$ cat src/rtl/quad_index_pkg.sv
// Package: shared types for the quadrature position counter.
// Assumes nothing beyond a synthesizable SystemVerilog flow.
package quad_index_pkg;

    // Direction decided for one count-source tick
    typedef enum logic [1:0] {
        STEP_NONE = 2'd0,
        STEP_UP   = 2'd1,
        STEP_DOWN = 2'd2
    } step_t;

    // Position of a phase pair on the forward cycle 00,10,11,01
    function automatic logic [1:0] phase_pos(input logic a, input logic b);
        case ({a, b})
            2'b00:   return 2'd0;
            2'b10:   return 2'd1;
            2'b11:   return 2'd2;
            default: return 2'd3;
        endcase
    endfunction

endpackage

$ cat src/rtl/quad_sync.sv
// Module: multi-bit, multi-stage flip-flop synchronizer.
// Assumes each bit is an independent slow signal; no bus coherence is implied.
module quad_sync #(
    parameter int W      = 3,
    parameter int STAGES = 2
) (
    input  logic         clk,
    input  logic         rst_n,
    input  logic [W-1:0] din,
    output logic [W-1:0] dout
);
    logic [W-1:0] stg [STAGES];

    // First stage captures the asynchronous pins
    always_ff @(posedge clk) begin
        if (!rst_n) stg[0] <= '0;
        else        stg[0] <= din;
    end

    genvar i;
    generate
        for (i = 1; i < STAGES; i++) begin : g_stage
            // Each later stage re-registers the previous one
            always_ff @(posedge clk) begin
                if (!rst_n) stg[i] <= '0;
                else        stg[i] <= stg[i-1];
            end
        end
    endgenerate

    assign dout = stg[STAGES-1];
endmodule

$ cat src/rtl/quad_decoder.sv
// Module: times-four quadrature direction decoder.
// Compares the synchronized phase pair with the pair held from the last tick.
// Assumes a and b are already synchronous; an unchanged pair or a double change
// yields no step, and the reference always moves to the newest pair.
module quad_decoder
    import quad_index_pkg::*;
(
    input  logic  clk,
    input  logic  rst_n,
    input  logic  tick,
    input  logic  a,
    input  logic  b,
    output step_t step
);
    logic       a_ref, b_ref;
    logic [1:0] delta;

    // Hold the phase pair seen on the previous enabled tick
    always_ff @(posedge clk) begin
        if (!rst_n) begin
            a_ref <= 1'b0;
            b_ref <= 1'b0;
        end else if (tick) begin
            a_ref <= a;
            b_ref <= b;
        end
    end

    // Distance travelled around the four-state cycle picks the direction
    always_comb begin
        delta = phase_pos(a, b) - phase_pos(a_ref, b_ref);
        step  = STEP_NONE;
        if (tick) begin
            if (delta == 2'd1)      step = STEP_UP;
            else if (delta == 2'd3) step = STEP_DOWN;
        end
    end
endmodule

$ cat src/rtl/quad_index.sv
// Module: index edge qualifier and arming logic.
// An active edge seen on one tick is held pending; the clear is issued on the
// next tick only if the index is still active and the clear is armed and enabled.
// Assumes z is synchronous and tick marks count-source timing.
module quad_index (
    input  logic clk,
    input  logic rst_n,
    input  logic tick,
    input  logic z,
    input  logic rising,
    input  logic enable,
    input  logic wr_en,
    input  logic wr_zero,
    output logic clear
);
    logic active;
    logic act_q;
    logic pending;
    logic armed;

    assign active = rising ? z : ~z;
    assign clear  = tick & pending & active & armed & enable;

    // Remember whether the last write left the counter at zero
    always_ff @(posedge clk) begin
        if (!rst_n)     armed <= 1'b0;
        else if (wr_en) armed <= wr_zero;
    end

    // Sample the active level and track a recognised edge for one tick
    always_ff @(posedge clk) begin
        if (!rst_n) begin
            act_q   <= 1'b0;
            pending <= 1'b0;
        end else if (tick) begin
            act_q   <= active;
            pending <= !pending && active && !act_q && armed && enable;
        end
    end
endmodule

$ cat src/rtl/quad_counter.sv
// Module: free-running up/down count register with wrap interrupt.
// Priority: load, then clear, then step. A wrap on a clearing tick queues a
// second interrupt cycle. Assumes step is only non-idle on tick cycles.
module quad_counter
    import quad_index_pkg::*;
#(
    parameter int WIDTH = 16
) (
    input  logic             clk,
    input  logic             rst_n,
    input  logic             tick,
    input  step_t            step,
    input  logic             clear,
    input  logic             wr_en,
    input  logic [WIDTH-1:0] wr_data,
    output logic [WIDTH-1:0] count,
    output logic             wrap_irq
);
    localparam logic [WIDTH-1:0] CNT_MAX = '1;

    logic wrap_now;
    logic dbl_q;

    // A step leaving the range in either direction is a wrap
    always_comb begin
        wrap_now = tick && !wr_en &&
                   ((step == STEP_UP   && count == CNT_MAX) ||
                    (step == STEP_DOWN && count == '0));
    end

    // Update the position register
    always_ff @(posedge clk) begin
        if (!rst_n)                 count <= '0;
        else if (wr_en)             count <= wr_data;
        else if (tick) begin
            if (clear)                  count <= '0;
            else if (step == STEP_UP)   count <= count + 1'b1;
            else if (step == STEP_DOWN) count <= count - 1'b1;
        end
    end

    // Issue the interrupt, doubled when a wrap meets an index clear
    always_ff @(posedge clk) begin
        if (!rst_n) begin
            wrap_irq <= 1'b0;
            dbl_q    <= 1'b0;
        end else begin
            wrap_irq <= wrap_now | dbl_q;
            dbl_q    <= wrap_now & clear;
        end
    end
endmodule

$ cat src/rtl/quad_index_counter.sv
// Module: quadrature position counter with index clear (top level).
// Synchronizes the encoder pins, decodes direction, qualifies the index and
// maintains the count. Assumes cnt_en is a single-cycle-per-tick enable.
module quad_index_counter
    import quad_index_pkg::*;
#(
    parameter int WIDTH       = 16,
    parameter int SYNC_STAGES = 2
) (
    input  logic             clk,
    input  logic             rst_n,
    input  logic             cnt_en,
    input  logic             ph_a,
    input  logic             ph_b,
    input  logic             idx_in,
    input  logic             wr_en,
    input  logic [WIDTH-1:0] wr_data,
    input  logic             idx_enable,
    input  logic             idx_rising,
    output logic [WIDTH-1:0] count,
    output logic             wrap_irq
);
    localparam int NPINS = 3;

    logic [NPINS-1:0] pins_sync;
    step_t            step;
    logic             idx_clear;

    quad_sync #(.W(NPINS), .STAGES(SYNC_STAGES)) u_sync (
        .clk   (clk),
        .rst_n (rst_n),
        .din   ({ph_a, ph_b, idx_in}),
        .dout  (pins_sync)
    );

    quad_decoder u_dec (
        .clk   (clk),
        .rst_n (rst_n),
        .tick  (cnt_en),
        .a     (pins_sync[2]),
        .b     (pins_sync[1]),
        .step  (step)
    );

    quad_index u_index (
        .clk     (clk),
        .rst_n   (rst_n),
        .tick    (cnt_en),
        .z       (pins_sync[0]),
        .rising  (idx_rising),
        .enable  (idx_enable),
        .wr_en   (wr_en),
        .wr_zero (wr_data == '0),
        .clear   (idx_clear)
    );

    quad_counter #(.WIDTH(WIDTH)) u_cnt (
        .clk      (clk),
        .rst_n    (rst_n),
        .tick     (cnt_en),
        .step     (step),
        .clear    (idx_clear),
        .wr_en    (wr_en),
        .wr_data  (wr_data),
        .count    (count),
        .wrap_irq (wrap_irq)
    );
endmodule

$ cat config.mk
export PLATFORM = sky130hd
export DESIGN_NAME = quad_index_counter
export DESIGN_NICKNAME = d
export VERILOG_FILES = /design/src/rtl/quad_index_pkg.sv /design/src/rtl/quad_sync.sv /design/src/rtl/quad_decoder.sv /design/src/rtl/quad_index.sv /design/src/rtl/quad_counter.sv /design/src/rtl/quad_index_counter.sv
export SDC_FILE = /design/constraint.sdc
export NUM_CORES = 1
export LEC_CHECK = 0
export BUFFER_PORTS_ARGS = -buffer_cell sky130_fd_sc_hd__clkbuf_2
export CAP_MARGIN = 20
export CORE_ASPECT_RATIO = 0.7
export CORE_MARGIN = 4
export CORE_UTILIZATION = 58
export CTS_BUF_LIST = sky130_fd_sc_hd__clkbuf_2 sky130_fd_sc_hd__clkbuf_4 sky130_fd_sc_hd__clkbuf_8
export CTS_CLUSTER_DIAMETER = 100
export DETAILED_ROUTE_END_ITERATION = 6
export PLACE_DENSITY_LB_ADDON = 0.1
export SYNTH_ARGS = -nofsm -noshare
export SYNTH_HDL_FRONTEND = slang
export SYNTH_SLANG_ARGS = --single-unit
$ cat constraint.sdc
create_clock -name clk -period 4.8 [get_ports clk]
set_clock_uncertainty 0.2 [all_clocks]
set_input_delay 0.72 -clock clk [delete_from_list [all_inputs] [get_ports clk]]
set_output_delay 0.72 -clock clk [all_outputs]
set_load 0.05 [all_outputs]
### Word-level counts from Yosys, hierarchy flattened

Memory sizes are Yosys's and may differ from the RTL's.
Cells that the tools add are included.
W data, S select, Z words.

| storage, ports and cells | value |
|---|---|
| memories | 1 |
| input port bits | 25 |
| memory bits (writable) | 6 |
| output and inout port bits | 17 |
| logic and storage cells | 64 |
| register bits after elaboration | 23 |

| operators by class | value |
|---|---|
| bitwise logic cells | 9 |
| muxes and demuxes | 15 |
| equality and inequality tests | 9 |
| $add $sub $neg | 3 |
| reductions and logical operators | 19 |

Memory list:

| name | depth | bits a word | read ports | clocked after Yosys merged registers in | wr ports | line | text |
|---|---|---|---|---|---|---|---|
| u_sync.stg | 2 | 3 | 2 | 0 | 2 | quad_sync.sv:12 | `logic [W-1:0] stg [STAGES];` |

Operators with widths:

| cell | count |
|---|---|
| $mux W16 | 5 |
| $logic_not A16 Y1 | 2 |
| $add A16 B1 Y16 const B | 1 |
| $eq A16 B16 Y1 const B | 1 |
| $sub A16 B1 Y16 const B | 1 |
| $eq A2 B2 Y1 const B | 6 |
| $pmux W2 S3 | 2 |
| $logic_and A1 B1 Y1 | 8 |
| $mux W2 | 3 |
| $mux W3 | 2 |
| $and A1 B1 Y1 | 5 |
| $eq A2 B1 Y1 const B | 2 |
| $logic_not A2 Y1 | 2 |
| $reduce_bool A4 Y1 | 1 |
| $logic_not A1 Y1 | 3 |
| $mux W1 | 3 |
| $or A1 B1 Y1 | 3 |
| $reduce_and A2 Y1 | 1 |
| $reduce_bool A2 Y1 | 1 |
| $sub A2 B2 Y2 | 1 |
| $logic_or A1 B1 Y1 | 1 |
| $not A1 Y1 | 1 |

### Depth between registers and ports, before layout

Gate-level depths: netlist of the first run.

| depth | value |
|---|---|
| depth after elaboration | 13 |
| depth in mapped cells | 15 |

### Hierarchy

From an unflattened synthesis of the first run, not the netlist that was laid out.

| second synthesis, totals | value |
|---|---|
| cell total of the unflattened synthesis | 265 |
| area, all modules | 2203.4 um^2 |

Modules (own cells, without submodules):

| module | instances | sequential area each (um^2) | cells an instance | area each (um^2) |
|---|---|---|---|---|
| quad_counter | 1 | 360.3 | 214 | 1676.6 |
| quad_decoder | 1 | 40.0 | 19 | 200.2 |
| quad_sync | 1 | 120.1 | 12 | 157.7 |
| quad_index | 1 | 60.1 | 15 | 135.1 |
| quad_index_counter | 1 | 0.0 | 5 | 33.8 |

### Worst setup path after synthesis of the first run

No wires, ideal clock.

| path | value |
|---|---|
| path kind | register to register |
| start point | memory u_sync.stg[1][2] |
| end point | register u_cnt.count[12] |
| path buffers | 2 |
| period minus slack after synthesis | 3.578 ns |
| slack | 1.222 ns |
| cell stages (with the launch flop) | 14 |
| arrival time | 3.286 ns |
| cells stage by stage | dfxtp_1 inv_1 ha_1 ha_1 nor2b_1 buf_2 buf_2 nand2_1 ha_1 nand3_2 a211o_1 a311o_1 and3b_1 o32ai_1 |

RTL lines:

| item | line | text |
|---|---|---|
| start: declaration | quad_sync.sv:12 |  |
| end signal: assignment | quad_counter.sv:34 | `else if (wr_en) count <= wr_data;` |
| end signal: assignment | quad_counter.sv:37 | `else if (step == STEP_UP) count <= count + 1'b1;` |
| end signal: assignment | quad_counter.sv:38 | `else if (step == STEP_DOWN) count <= count - 1'b1;` |
| end: declaration | quad_counter.sv:16 | `output logic [WIDTH-1:0] count,` |

### Worst setup path in the final report of the first run

| path | value |
|---|---|
| start point | register u_dec.a_ref |
| end point | register u_cnt.count[13] |

| on the way | value |
|---|---|
| longest elaborated chain between the ends | 12 |
| elaborated cells on any way between the ends | 18 |
| those cells by class | add/sub: 1; eq/ne: 6; mux: 8; reduce/logical: 3 |

Ends and longest elaborated chain:

| item | line | text |
|---|---|---|
| start: declaration | quad_decoder.sv:15 | `logic a_ref, b_ref;` |
| start signal: assignment | quad_decoder.sv:21 | `a_ref <= 1'b0;` |
| start signal: assignment | quad_decoder.sv:24 | `a_ref <= a;` |
| $eq A2 B2 Y1 / $logic_not A2 Y1 (equally long branches) | quad_index_pkg.sv:14 | `case ({a, b})` |
| $pmux W2 S3 * | quad_index_pkg.sv:14 |  |
| $sub A2 B2 Y2 * | quad_decoder.sv:31 | `delta = phase_pos(a, b) - phase_pos(a_ref, b_ref);` |
| $eq A2 B2 Y1 | quad_decoder.sv:35 | `else if (delta == 2'd3) step = STEP_DOWN;` |
| $mux W2 | quad_decoder.sv:35 |  |
| $mux W2 * | quad_decoder.sv:34 | `if (delta == 2'd1) step = STEP_UP;` |
| $mux W2 * | quad_decoder.sv:33 | `if (tick) begin` |
| $eq A2 B1 Y1 | quad_counter.sv:37 |  |
| $mux W16 | quad_counter.sv:37 |  |
| $mux W16 | quad_counter.sv:36 | `if (clear) count <= '0;` |
| $mux W16 | quad_counter.sv:35 | `else if (tick) begin` |
| $mux W16 | quad_counter.sv:34 |  |

Mark *: on every way between the ends. The rest lies on a longest branch, timed or not. The select of a mux whose other input is x is not followed.
A chain may end at the register's enable or synchronous reset.

==> results of run 1 <==
layout make-up:
class,count,area share [%]
multi-input combinational,235,62.2
sequential,29,22.5
timing repair buffer,42,8.24
clock buffer,5,2.67
tap,50,2.42
inverter,9,1.31
clock inverter,3,0.679
worst max-delay path, stage by stage, from the launching register on:
cell	delay [ns]
sky130_fd_sc_hd__dfxtp_1	0.36
sky130_fd_sc_hd__inv_1	0.06
sky130_fd_sc_hd__ha_1	0.26
sky130_fd_sc_hd__inv_1	0.04
sky130_fd_sc_hd__ha_1	0.28
sky130_fd_sc_hd__nor2b_1	0.11
sky130_fd_sc_hd__buf_4	0.25
sky130_fd_sc_hd__nand2_1	0.46
sky130_fd_sc_hd__ha_1	0.60
sky130_fd_sc_hd__a2111oi_0	0.66
sky130_fd_sc_hd__a221oi_1	0.18
sky130_fd_sc_hd__nand2_1	0.15
sky130_fd_sc_hd__a21boi_1	0.07
sky130_fd_sc_hd__o32ai_1	0.29
cell families after synthesis:
kind of cell | synth area share, %
AOI/OAI and AO/OA | 26.0
xor gates and xnor gates | 3.67
adders and majority gates | 12.4
buffers and inverters | 4.28
DFF | 25.4
muxes | 2.19
and+or+nand+nor | 26.0
per-layer routing:
metal  vias up  part of all wire, %  track usage, %
li1       1158                    -               -
met1      1138                   46            36.6
met2       103                   44            44.1
met3        12                  8.5            5.97
met4         0                  1.2            7.23
met5         -                    0               0
Yosys cell counts, drive strengths merged (2+ instances only):
library cell,instances,area (sq um)
nand2b,2,12.5
o21ai,18,90.1
nor2,22,90.1
o21a,3,22.5
or2,2,12.5
dfxtp,29,581
a32o,2,20.0
clkbuf,7,26.3
buf,7,37.5
o2111ai,2,17.5
and3b,2,17.5
nand4,8,50.1
nor3,9,45.0
a21o,6,45.0
mux2i,5,50.1
a31oi,6,43.8
a21boi,3,22.5
and3,4,25.0
nand2,21,78.8
a211oi,4,30.0
ha,21,263
o21bai,2,15.0
o31ai,5,37.5
inv,9,33.8
nand3,10,55.1
and2,12,75.1
xor2,3,26.3
a2111oi,3,26.3
and4,3,26.3
xnor2,4,35.0
a21oi,24,120
o32ai,4,35.0
o211ai,3,22.5
nor4,10,62.6
state kept, by name, summed over array words and instances (netlist names):
name	flops
u_cnt.count	16
u_index.armed	1
u_dec.b_ref	1
u_index.act_q	1
u_sync.stg	6
u_dec.a_ref	1
u_cnt.wrap_irq	1
u_index.pending	1
u_cnt.dbl_q	1
through the flow:
stage / setup WS, ns / power, mW / hold slack (ns) / util (%)
2_1_floorplan: 1.22 / 0.551 / 0.203 / -
3_3_place_gp: 0.999 / 0.632 / 0.208 / 68.3
3_5_place_dp: 0.843 / 0.636 / 0.217 / 68.3
4_1_cts: 0.835 / 0.837 / 0.234 / 70.7
5_1_grt: 0.389 / 0.893 / 0.268 / 70.7
6_report: 0.740 / 0.844 / 0.231 / 70.7
how the worst max path moves through the flow:
stage | from | to | slack, ns | cells after the start
finish | u_dec.a_ref$_SDFFE_PN0P_ | u_cnt.count[13]$_SDFFE_PN0P_ | 0.74 | 13
global route | u_dec.a_ref$_SDFFE_PN0P_ | u_cnt.count[13]$_SDFFE_PN0P_ | 0.39 | 13
CTS | u_dec.a_ref$_SDFFE_PN0P_ | u_cnt.count[13]$_SDFFE_PN0P_ | 0.84 | 13
detailed placement | u_dec.a_ref$_SDFFE_PN0P_ | u_cnt.count[12]$_SDFFE_PN0P_ | 0.84 | 13
global placement | u_dec.a_ref$_SDFFE_PN0P_ | u_cnt.count[14]$_SDFFE_PN0P_ | 1.0 | 13
floorplan | u_sync.stg[1][2]$_SDFF_PN0_ | u_cnt.count[12]$_SDFFE_PN0P_ | 1.22 | 13
power groups by stage:
stage,clock [mW],sequential (mW),combinational (mW)
5_1_grt,0.219,0.283,0.391
6_report,0.204,0.281,0.360
3_5_place_dp,0,0.285,0.350
4_1_cts,0.205,0.280,0.353
2_1_floorplan,0,0.321,0.229
3_3_place_gp,0,0.285,0.347
==> impl_summary.md, run 1 <==
Drt
The routed design has 6.53 mm of wire. The total vias in the final route is 2411. The post-detailed-route via-to-cell ratio is around 6.5. In the final routed layout, each cell accounts on average for 17.5 microns. The pre-antenna-repair detailed-routing pass consisted of 4 iterations. In the routed design, unresolved DRC markers number 0. In this run the remaining antenna-violating nets after routing total 0. For this block, the initial DRC count from the detailed router was about 250.

Synth
Yosys printed 0 warnings. The number of flops mapped to enable cells by yosys is 0. Counting flops with an async set or reset pin after synthesis yields a share of 0%. Summing every instance area after synthesis gives 2280 sq um. The count of unique library cells instantiated by Yosys is 52.

The most used flip-flop cell after synthesis is sky130_fd_sc_hd__dfxtp_1. After technology mapping, the gate count stands at 287. The post-synth net total is 334. In this run, synthesis produced a sequential element count of 29.

A synthesized cell averages 7.95 sq um. For this run, the register share of the synthesized area comes to between 20% and 30%.

Placed design
The post-place instance area is 2490 sq um. The placed instance count is 365. The number of buffer cells added on primary ports is 41. The congestion estimate from routability-driven global placement came to roughly 0.92. The estimated wirelength of the detail-placed design is 4.99 mm.

Timing
The post-route fraction of the period consumed by the critical path is 84.6%. The total count of max-transition violations in the final report was 0. Counting I/O delays and the setup requirement, the final critical path takes a little over 4 ns. The number of failing setup endpoints in the final timing report is 0. The worst-margin pin slew is ~0.68 ns.

The peak clock frequency supported by timing is 246 MHz. The final number of hold-violating endpoints is 0. Setup repair after global routing left no endpoint under its margin.

The setup total negative slack is 0 ns. Headroom to the max-slew limit came out at 53.5%.

Floorplanning
For this design the top-level I/O count stands at 42. The die area is between 5000 and 6000 sq um. The floorplan die width is 83.0 microns. The starting utilization of the core area is approximately 63%. The row count is 18.

The height of the die is roughly 60 microns. The core region area is 3650 sq um.

Cells and area
In the layout the commonest cells are sky130_fd_sc_hd__clkbuf_2 (41), sky130_fd_sc_hd__dfxtp_1 (29), sky130_fd_sc_hd__a21oi_1 (24). For this run, the post-layout net count is around 370. Across the whole layout, storage elements account for 581 sq um. Compared with the post-synthesis result, the final layout area differs by 13.0%. Cells with a size suffix above 1 make up 17.0% of the layout. Leaving out fill and tap cells, the most frequent cell in the layout is sky130_fd_sc_hd__clkbuf_2. The number of fillers in the final layout is 318. The finished cells cover 2580 sq um. The count of antenna diodes in the layout is 0. Summing all multi-input logic gate instances after layout gives 1600 sq um. The final instance count without filler cells is 373.

Clocking
The root buffer cell chosen for the clock tree is sky130_fd_sc_hd__clkbuf_8. The clock transition at the registers of the reported paths is 0.07 ns. The clock passes through at most 2 buffers. The total CTS buffers is 5. The number of buffers inserted to repair setup after CTS is 0. The clock sink total is 29. The CTS tree is yes. The H-tree was split into 2 levels. The clock reaches the later pin of the worst-skew pair after roughly 0.29 ns. The number of gates resized after CTS was 0.

Hold repair after CTS inserted 0 buffers.

Global routing
Summed over all layers, the global routing overflow is 0. Across every metal layer, demand over resource in global routing totals 26.9%. The maximum number of pins on one net before global-route repair is 28. The number of antenna violations at the first check in global routing is 0. The via count of the first global-routing pass came to 2192. The first global-routing pass estimated 10.7 mm of wire.

Worst hold path
The worst hold path depth is 1. The path class of the lowest-slack min-delay path is flop to flop. The start point of the worst hold path is u_sync.stg[0][0]$_SDFF_PN0_. The destination of the worst hold path is u_sync.stg[1][0]$_SDFF_PN0_.

Critical path
The type of the worst setup path is flop to flop. The element type at the critical path start is a flop. The critical path capture point type is a flop. The largest fanout of any net on the critical path is 18. At the worst endpoint, the required time is 4.79 ns. The worst register-to-register path has a depth of 13. In this run the critical register-to-register path is launched from u_dec.a_ref$_SDFFE_PN0P_. The data arrival time of the worst path is a little over 4 ns. In this run the critical register-to-register path is captured at u_cnt.count[13]$_SDFFE_PN0P_. The reg2reg setup slack is about 0.74 ns.

Power and ir drop
The part of the total power dissipated in combinational logic is 42.6%. Of the total power, the share spent switching nets is 42.0%. The relative contribution of the clock network to total power is 24.2%. The maximum vdd ir drop is between 200 and 250 uV. In this run the power density over the cells is 327 nW/um^2. The switching power is around 0.35 mW. The static power due to leakage is 1.15 nW. The cell-internal power is roughly 0.49 mW.

In this run, flip-flops and latches consume between 30% and 40% of the power.

Job
The total of max-cap violations is 0.

Run status
The flow ran to the end, and the final reports show no timing, DRC or antenna violations.
No activity file was read; power rests on OpenSTA's default activity.
==> run 2: changes to the inputs <==
- ABC_AREA: default -> 1
- clock period: 4.8 -> 4.11 ns (I/O delays scaled with it)
==> run 2 against run 1 <==
Effect of this change: register-to-register slack better by 0.36 ns; hold slack worse by 0.017 ns; cell count up 24%; combinational power up 78%; area after synthesis up 6.3%; utilization down 2.4 points; fmax up 35%; critical path depth up 4; critical path type unchanged.
==> impl_summary.md, run 2 <==
Timing
The worst hold slack is 0.213 ns (was 0.231 ns). The number of failing setup endpoints in the final timing report is 0 (unchanged). Setup repair after global routing missed its margin: no (unchanged). The peak clock frequency supported by timing is 332 MHz (was 246 MHz).

The total count of max-transition violations in the final report was 0 (unchanged). The final number of hold-violating endpoints was 0 (unchanged). The time the final worst path needs with I/O delays and setup is 3.01 ns (was 4.06 ns). The relative max-transition margin was 58.6% (was 53.5%). The worst-margin pin slew came to 0.615 ns (was 0.679 ns). The setup total negative slack came to 0 ns (unchanged).

The post-route fraction of the period consumed by the critical path was 73.3% (was 84.6%).

Drt
The total iterations of the first detailed-routing run is 4 (unchanged). The total vias in the final route is 2462 (was 2411). The post-detailed-route via-to-cell ratio is 5.32 (was 6.46). The detailed-routed wire length on met2 is 2.55 mm (was 2.88 mm). The met1 routed wirelength after detailed routing is 3.22 mm (was 3.01 mm). The iteration-0 DRC count of the detailed router came to 157 (was 254). The antenna violation net count after detailed routing is 0 (unchanged). The top routing layer in use is met4 (unchanged). The routed wire length came to 6.28 mm (was 6.53 mm).

The met3 wire length was 481 microns (was 553 microns). The post-route DRC violation count is 0 (unchanged). The per-cell routed wire length is 13.6 microns (was 17.5 microns).

Clocking
The count of instances resized after the clock tree is built was 0 (unchanged). The CTS tree is yes (unchanged). The master cell of the clock root buffer is sky130_fd_sc_hd__clkbuf_8 (unchanged). The maximum root-to-sink buffer count is 2 (unchanged).

The total CTS buffers is 5 (unchanged). The clock sink total was 29 (unchanged). The number of buffers inserted to repair setup after CTS is 0 (unchanged). The clock network latency to the later pin of the worst-skew pair came to 0.29 ns (about the same).

The post-cts hold buffer count is 0 (unchanged). The clock transition at the registers of the reported paths was 0.07 ns (about the same). The number of levels in the clock H-tree was 2 (unchanged).

Synth
The yosys synthesis warning count is 0 (unchanged). The number of flops mapped to enable cells by yosys came to 0 (unchanged). The most frequently used cell type in the post-synthesis netlist is sky130_fd_sc_hd__nand2_1 (was sky130_fd_sc_hd__dfxtp_1). The top-area cell type share of the netlist area is 23.9% (was 25.4%).

The share of synthesized registers carrying an async set or reset is 0% (unchanged). The main flop type after synthesis was sky130_fd_sc_hd__dfxtp_1 (unchanged). The post-synth net total is 417 (was 334). Top cells by area, synth: sky130_fd_sc_hd__dfxtp_1 (24%), sky130_fd_sc_hd__nand2_1 (16%), sky130_fd_sc_hd__ha_1 (11%) (was sky130_fd_sc_hd__dfxtp_1 (25%), sky130_fd_sc_hd__ha_1 (12%), sky130_fd_sc_hd__a21oi_1 (5.3%)). The cell type with the largest total area after synthesis is sky130_fd_sc_hd__dfxtp_1 (unchanged). The share of the yosys chip area belonging to registers is 23.9% (was 25.4%).

The post-synthesis instance area is 2430 sq um (was 2280 sq um). The number of cells produced by synthesis is 370 (was 287). The flip-flop and latch count after synthesis was 29 (unchanged). The mean instance size in the synthesized netlist is 6.56 sq um (was 7.95 sq um). The count of unique library cells instantiated by Yosys is 38 (was 52). Top post-synthesis cells by count: sky130_fd_sc_hd__nand2_1 (103), sky130_fd_sc_hd__inv_1 (37), sky130_fd_sc_hd__dfxtp_1 (29), sky130_fd_sc_hd__nor2_1 (26), sky130_fd_sc_hd__ha_1 (21) (was sky130_fd_sc_hd__dfxtp_1 (29), sky130_fd_sc_hd__a21oi_1 (24), sky130_fd_sc_hd__ha_1 (21), sky130_fd_sc_hd__nand2_1 (21), sky130_fd_sc_hd__nor2_1 (21)).

Power and ir drop
The static power due to leakage came to 1.42 nW (was 1.15 nW). The power per cell area is 455 nW/um^2 (was 327 nW/um^2). The maximum vdd ir drop is 241 uV (was 214 uV).

Global routing
The global-route congestion overflow total is 0 (unchanged). The maximum number of pins on one net before global-route repair is 31 (was 28). The via count of the first global-routing pass is 2190 (was 2192). The number of antenna violations at the first check in global routing was 0 (unchanged).

The total global routing track utilization is 24.9% (was 26.9%). The wire length of the first global-routing pass is 10.7 mm (about the same).

Floorplanning
The floorplan die width is 85.3 microns (was 83.0 microns). The height of the die is 62.1 microns (was 60.5 microns). The starting utilization of the core area is 61.1% (was 62.6%). The core region area is 3970 sq um (was 3650 sq um). The row count is 19 (was 18). The number of ports placed on the die boundary was 42 (unchanged). The die area is 5300 sq um (was 5020 sq um).

Worst hold path
The path class of the lowest-slack min-delay path is flop to flop (unchanged). The worst hold path depth came to 2 (was 1). The destination of the worst hold path was u_sync.stg[1][0]$_SDFF_PN0_ (unchanged). The start point of the worst hold path is u_sync.stg[0][0]$_SDFF_PN0_ (unchanged).

Critical path
The largest fanout of any net on the critical path is 19 (was 18). The biggest cell delay along the critical path is 0.38 ns (was 0.66 ns). The required time of the worst setup path is 4.09 ns (was 4.79 ns).

The dominant cell type by count on the critical path is sky130_fd_sc_hd__nand2_1 (was sky130_fd_sc_hd__ha_1). The slowest cell on the critical path was sky130_fd_sc_hd__ha_1 (was sky130_fd_sc_hd__a2111oi_0). The launch point of the worst path is u_dec.a_ref$_SDFFE_PN0P_ (unchanged).

The critical path capture point type was a flop (unchanged). The startpoint of the worst register-to-register path was u_dec.a_ref$_SDFFE_PN0P_ (unchanged). The reg2reg setup slack is 1.10 ns (was 0.74 ns). The reg-to-reg endpoint is u_cnt.count[11]$_SDFFE_PN0P_ (was u_cnt.count[13]$_SDFFE_PN0P_). The number of cells on the worst reg-to-reg path is 17 (was 13).

The type of the worst setup path is flop to flop (unchanged). Cells traversed along the worst timing path: inv_1 -> ha_1 -> inv_1 -> ha_1 -> nor2_2 -> nand3_1 -> buf_4 -> ha_1 -> or2_1 -> nand3_1 -> nand2_1 -> nand2_1 -> nand2_1 -> nor2_1 -> nor2_1 -> nand2_1 -> a21oi_2 (was inv_1 -> ha_1 -> inv_1 -> ha_1 -> nor2b_1 -> buf_4 -> nand2_1 -> ha_1 -> a2111oi_0 -> a221oi_1 -> nand2_1 -> a21boi_1 -> o32ai_1). The element type at the critical path start is a flop (unchanged). The data arrival time of the worst path is 2.99 ns (was 4.05 ns).

Job
The total of max-cap violations is 0 (unchanged).

Cells and area
The number of fillers in the final layout is 373 (was 318). The share of layout cells above drive strength 1 is 19.5% (was 17.0%). The register area is 581 sq um (unchanged). The count of antenna diodes in the layout was 0 (unchanged). Commonest non-fill, non-tap cells in the layout: sky130_fd_sc_hd__nand2_1 (103), sky130_fd_sc_hd__clkbuf_2 (41), sky130_fd_sc_hd__inv_1 (37), sky130_fd_sc_hd__dfxtp_1 (29), sky130_fd_sc_hd__nor2_1 (26) (was sky130_fd_sc_hd__clkbuf_2 (41), sky130_fd_sc_hd__dfxtp_1 (29), sky130_fd_sc_hd__a21oi_1 (24)). Leading registers by flop count: u_cnt.count x16, u_sync.stg x6 (unchanged).

The multi-input logic area was 1570 sq um (was 1600 sq um). The flip-flop count of the largest register, all copies and words added is 16 (unchanged). The final net count is 457 (was 369). The area overhead of the layout relative to synthesis is 11.7% (was 13.0%).

The post-route cell area came to 2710 sq um (was 2580 sq um). The most frequent standard cell in the layout excluding fill and tap cells is sky130_fd_sc_hd__nand2_1 (was sky130_fd_sc_hd__clkbuf_2). The largest register by flop count is u_cnt.count (unchanged). The utilization of the core after routing is 68.3% (was 70.7%).

Run status
Outcome: completed (unchanged).

Placed design
The final weighted congestion of routability-driven global placement is 0.927 (was 0.917). The number of buffer cells added on primary ports is 41 (unchanged). The estimated wirelength of the detail-placed design was 4.90 mm (was 4.99 mm). The post-place instance area came to 2620 sq um (was 2490 sq um).
-- run 2: critical path: cells and delay by family, from the launching register on --
kind	cells	cell delay, ns
compound gates	1	0.05
fa+ha+maj	3	0.91
buf+inv	3	0.31
flops	1	0.35
simple gates	10	1.09
-- run 2: layout make-up --
type / count / share of cell area (%)
Clock buffer: 6 / 2.82
Clock inverter: 2 / 0.369
Inverter: 52 / 7.29
Multi-Input combinational cell: 280 / 57.8
Sequential cell: 29 / 21.4
Tap cell: 52 / 2.40
Timing Repair Buffer: 42 / 7.85
-- run 2: power breakdown --
group	switching, mW	internal [mW]	total, mW	leakage [nW]
Combinational	0.427	0.214	0.640	1.14
Sequential	0.0415	0.309	0.351	0.240
Clock	0.118	0.124	0.242	0.0484
Total	0.586	0.647	1.23	1.42
-- run 2: worst max path at each step --
stage,end,slack [ns],cells after the start
after floorplan,u_cnt.count[11]$_SDFFE_PN0P_,1.0,16
after global placement,u_cnt.count[13]$_SDFFE_PN0P_,1.18,16
after detailed placement,u_cnt.count[11]$_SDFFE_PN0P_,1.14,16
after CTS,u_cnt.count[13]$_SDFFE_PN0P_,1.11,16
after global routing,u_cnt.count[13]$_SDFFE_PN0P_,0.83,17
final,u_cnt.count[11]$_SDFFE_PN0P_,1.10,17
-- run 2: metrics by stage --
step | setup slack (ns) | total power [mW] | instances
after floorplan | 1.00 | 0.857 | 370
after global placement | 1.18 | 0.978 | 455
after detailed placement | 1.14 | 0.989 | 455
after CTS | 1.11 | 1.23 | 463
after global routing | 0.825 | 1.34 | 463
final | 1.10 | 1.23 | 463
-- run 2: kinds of logic (layout without fill, tap and decap cells) --
logic type	count (synthesis)	in the layout	synth area share, %
simple gates	188	188	35.1
compound gates	65	65	16.1
buf+inv	61	102	11.4
flops	29	29	23.9
fa+ha+maj	22	22	11.7
xor+xnor	5	5	1.80
-- run 2: layer usage --
metal / up-vias / GRT usage (%)
li1: 1290 / -
met1: 1081 / 38.7
met2: 85 / 34.7
met3: 6 / 5.28
met4: 0 / 5.34
met5: - / 0
==> run 3: changes to the inputs <==
- ABC_AREA: 1 -> 0
- CORE_UTILIZATION: 58 -> 52
- clock period: 4.11 -> 2.7 ns (I/O delays scaled with it)
==> run 3 against run 2 <==
Effect of this change: the run now ends with setup timing left; die area increased by 4.4%; total power rose by 61%; clock power increased by 55%; highest routed layer unchanged.
==> impl_summary.md, run 3 (synthesized netlist as in run 1, its figures left out) <==
Run status
Outcome: complete, but fails checks (was completed). The checks that failed: setup timing.

Critical path
The biggest cell delay along the critical path is 0.43 ns (was 0.38 ns). The largest fanout of any net on the critical path is 4 (was 19). The element type at the critical path start is a flop (unchanged). The critical path capture point type was a flop (unchanged). Cells traversed along the worst timing path: inv_1 -> ha_4 -> nor2_2 -> xnor3_2 -> buf_6 -> nand2_8 -> buf_12 -> ha_4 -> buf_4 -> o21ai_2 -> nor2_1 -> o31ai_2 -> a21boi_1 -> o32ai_1 (was inv_1 -> ha_1 -> inv_1 -> ha_1 -> nor2_2 -> nand3_1 -> buf_4 -> ha_1 -> or2_1 -> nand3_1 -> nand2_1 -> nand2_1 -> nand2_1 -> nor2_1 -> nor2_1 -> nand2_1 -> a21oi_2). The type of the worst setup path is flop to flop (unchanged). The required time of the worst setup path is 2.69 ns (was 4.09 ns). The dominant cell type by count on the critical path is sky130_fd_sc_hd__ha_4 (was sky130_fd_sc_hd__nand2_1). The data arrival time of the worst path came to 3.15 ns (was 2.99 ns). The slowest cell on the critical path is sky130_fd_sc_hd__xnor3_2 (was sky130_fd_sc_hd__ha_1).

Placed design
The estimated wirelength of the detail-placed design was 5.91 mm (was 4.90 mm). The placed instance count is 412 (was 455). The final weighted congestion of routability-driven global placement is 0.974 (was 0.927). The number of buffer cells added on primary ports is 41 (unchanged).

Floorplanning
The die area is 5530 sq um (was 5300 sq um). The floorplan die width is 87.2 microns (was 85.3 microns). The starting utilization of the core area is 56.1% (was 61.1%). The row count is 19 (unchanged).

The core region area came to 4070 sq um (was 3970 sq um). The number of ports placed on the die boundary was 42 (unchanged). The height of the die came to 63.4 microns (was 62.1 microns).

Cells and area
Leading registers by flop count: u_cnt.count x16, u_sync.stg x6 (unchanged). The share of layout cells above drive strength 1 is 46.0% (was 19.5%). The final instance count without filler cells came to 437 (was 463).

The count of antenna diodes in the layout is 0 (unchanged). The area overhead of the layout relative to synthesis is 56.0% (was 11.7%). Commonest non-fill, non-tap cells in the layout: sky130_fd_sc_hd__buf_4 (55), sky130_fd_sc_hd__clkbuf_2 (41), sky130_fd_sc_hd__dfxtp_1 (25), sky130_fd_sc_hd__nand2_1 (19), sky130_fd_sc_hd__nor2_1 (19) (was sky130_fd_sc_hd__nand2_1 (103), sky130_fd_sc_hd__clkbuf_2 (41), sky130_fd_sc_hd__inv_1 (37), sky130_fd_sc_hd__dfxtp_1 (29), sky130_fd_sc_hd__nor2_1 (26)). The flip-flop count of the largest register, all copies and words added is 16 (unchanged). The most frequent standard cell in the layout excluding fill and tap cells is sky130_fd_sc_hd__buf_4 (was sky130_fd_sc_hd__nand2_1).

The final net count is 431 (was 457). The largest register by flop count is u_cnt.count (unchanged).

Power and ir drop
The switching part of the total is 42.0% (was 47.6%). The static power due to leakage is 1.50 nW (was 1.42 nW). The part of the total power dissipated in combinational logic came to 55.2% (was 52.0%). The switching power was 0.831 mW (was 0.586 mW). The relative contribution of the clock network to total power is 18.9% (was 19.6%). The maximum vdd ir drop is 386 uV (was 241 uV). The power per cell area was 556 nW/um^2 (was 455 nW/um^2). The part of the total power dissipated in sequential elements is 25.9% (was 28.5%).

The cell-internal power was 1.15 mW (was 0.647 mW).

Drt
The per-cell routed wire length is 22.4 microns (was 13.6 microns). The post-route DRC violation count is 0 (unchanged). The iteration-0 DRC count of the detailed router is 478 (was 157). The routed wire length is 9.79 mm (was 6.28 mm).

The total vias in the final route is 3029 (was 2462). The total iterations of the first detailed-routing run is 7 (was 4). The antenna violation net count after detailed routing is 0 (unchanged).

The post-detailed-route via-to-cell ratio was 6.93 (was 5.32).

Job
The total of max-cap violations is 0 (unchanged).

Timing
The total count of max-transition violations in the final report is 0 (unchanged). The post-route fraction of the period consumed by the critical path came to 117% (was 73.3%). The time the final worst path needs with I/O delays and setup is 3.15 ns (was 3.01 ns). The number of failing setup endpoints in the final timing report is 14 (was 0).

The relative max-transition margin is 58.2% (was 58.6%). The peak clock frequency supported by timing was 317 MHz (was 332 MHz). The setup total negative slack is -4.59 ns (was 0 ns). Setup repair after global routing missed its margin: yes (was no).

The final number of hold-violating endpoints is 0 (unchanged). The worst-margin pin slew came to 0.627 ns (was 0.615 ns). The post-route worst setup slack was -0.455 ns (was 1.10 ns).

Clocking
The total CTS buffers is 5 (unchanged). The CTS tree is yes (unchanged). The number of levels in the clock H-tree came to 2 (unchanged). The master cell of the clock root buffer is sky130_fd_sc_hd__clkbuf_8 (unchanged). The clock network latency to the later pin of the worst-skew pair is 0.29 ns (about the same).

The clock sink total is 29 (unchanged). The clock transition at the registers of the reported paths was 0.07 ns (about the same). The maximum root-to-sink buffer count is 2 (unchanged).

Global routing
The wire length of the first global-routing pass is 14.5 mm (was 10.7 mm). The global-route congestion overflow total came to 0 (unchanged). The number of antenna violations at the first check in global routing is 0 (unchanged).

The maximum number of pins on one net before global-route repair was 27 (was 31). The total global routing track utilization is 33.6% (was 24.9%). The via count of the first global-routing pass is 2773 (was 2190).

Worst hold path
The path class of the lowest-slack min-delay path is primary input to flop (was flop to flop).
[run 3: changes by cell type in the layout (fill, tap and decap cells not counted), moves of 6 or more]
cell                       previous run  this run
sky130_fd_sc_hd__o21ai_1             18         7
sky130_fd_sc_hd__buf_4                1        55
sky130_fd_sc_hd__nand2_1            103        19
sky130_fd_sc_hd__nand3_1             20         8
sky130_fd_sc_hd__inv_1               37         7
sky130_fd_sc_hd__a21oi_2             14         6
sky130_fd_sc_hd__clkinv_1            10         0
sky130_fd_sc_hd__a21o_1               0         6
sky130_fd_sc_hd__ha_1                21         3
sky130_fd_sc_hd__ha_4                 0        17
sky130_fd_sc_hd__nor2_1              26        19
sky130_fd_sc_hd__and2_1               2        12
[run 3: timing repair]
item,in CTS,in global routing
setup buffers,10,6
hold buffers,0,0
setup endpoints to repair,15,14
pin swaps,26,12
hold endpoints to repair,0,0
resized for setup,46,18
cloned,1,0
[run 3: per-stage QoR]
stage	util [%]	cell area (sq um)	power [mW]	setup slack, ns	hold WS (ns)
4_1_cts	84.4	3430	1.83	-0.402	0.126
6_report	87.6	3560	1.98	-0.455	0.123
3_5_place_dp	73.7	3000	1.33	-0.579	0.218
5_1_grt	87.6	3560	2.05	-0.569	0.138
2_1_floorplan	-	2450	1.05	-0.382	0.203
3_3_place_gp	73.7	3000	1.32	-0.456	0.211
[run 3: critical path, delay by kind of cell (launching register included)]
family / cells / cell delay, ns
buf+inv: 4 / 0.49
compound gates: 4 / 0.95
fa+ha+maj: 2 / 0.37
flops: 1 / 0.33
xor+xnor: 1 / 0.43
simple gates: 3 / 0.27
[run 3: worst paths after layout]
check                                    from                            to  slack [ns]  cells past startpoint
setup / recovery  u_sync.stg[1][2]$_SDFF_PN0_  u_cnt.count[13]$_SDFFE_PN0P_       -0.45                     14
hold reg to reg   u_sync.stg[0][2]$_SDFF_PN0_   u_sync.stg[1][2]$_SDFF_PN0_        0.23                      1
hold / removal                           ph_b   u_sync.stg[0][1]$_SDFF_PN0_        0.12                      2
setup reg to reg  u_sync.stg[1][2]$_SDFF_PN0_  u_cnt.count[13]$_SDFFE_PN0P_       -0.45                     14
[run 3: power by group through the flow]
stage,Combinational (mW),Sequential (mW),Clock (mW)
3_3_place_gp,0.810,0.509,0
3_5_place_dp,0.823,0.511,0
4_1_cts,0.953,0.507,0.366
5_1_grt,1.15,0.516,0.387
6_report,1.09,0.512,0.374
2_1_floorplan,0.474,0.575,0
[run 3: routing by layer]
| metal | GRT usage (%) | up-vias | routed length [microns] |
|---|---|---|---|
| met4 | 9.00 | 0 | 440 |
| met3 | 6.12 | 64 | 982 |
| li1 | - | 1294 | - |
| met5 | 0 | - | 0 |
| met1 | 46.8 | 1419 | 3940 |
| met2 | 53.2 | 252 | 4430 |
[run 3: area by class of cell]
type | count | area [sq um]
sequential | 29 | 586
timing repair buffer | 103 | 714
fill | 211 | 505
inverter | 9 | 33.8
tap | 52 | 65.1
multi-input combinational | 236 | 2070
clock inverter | 2 | 10.0
clock buffer | 6 | 76.3
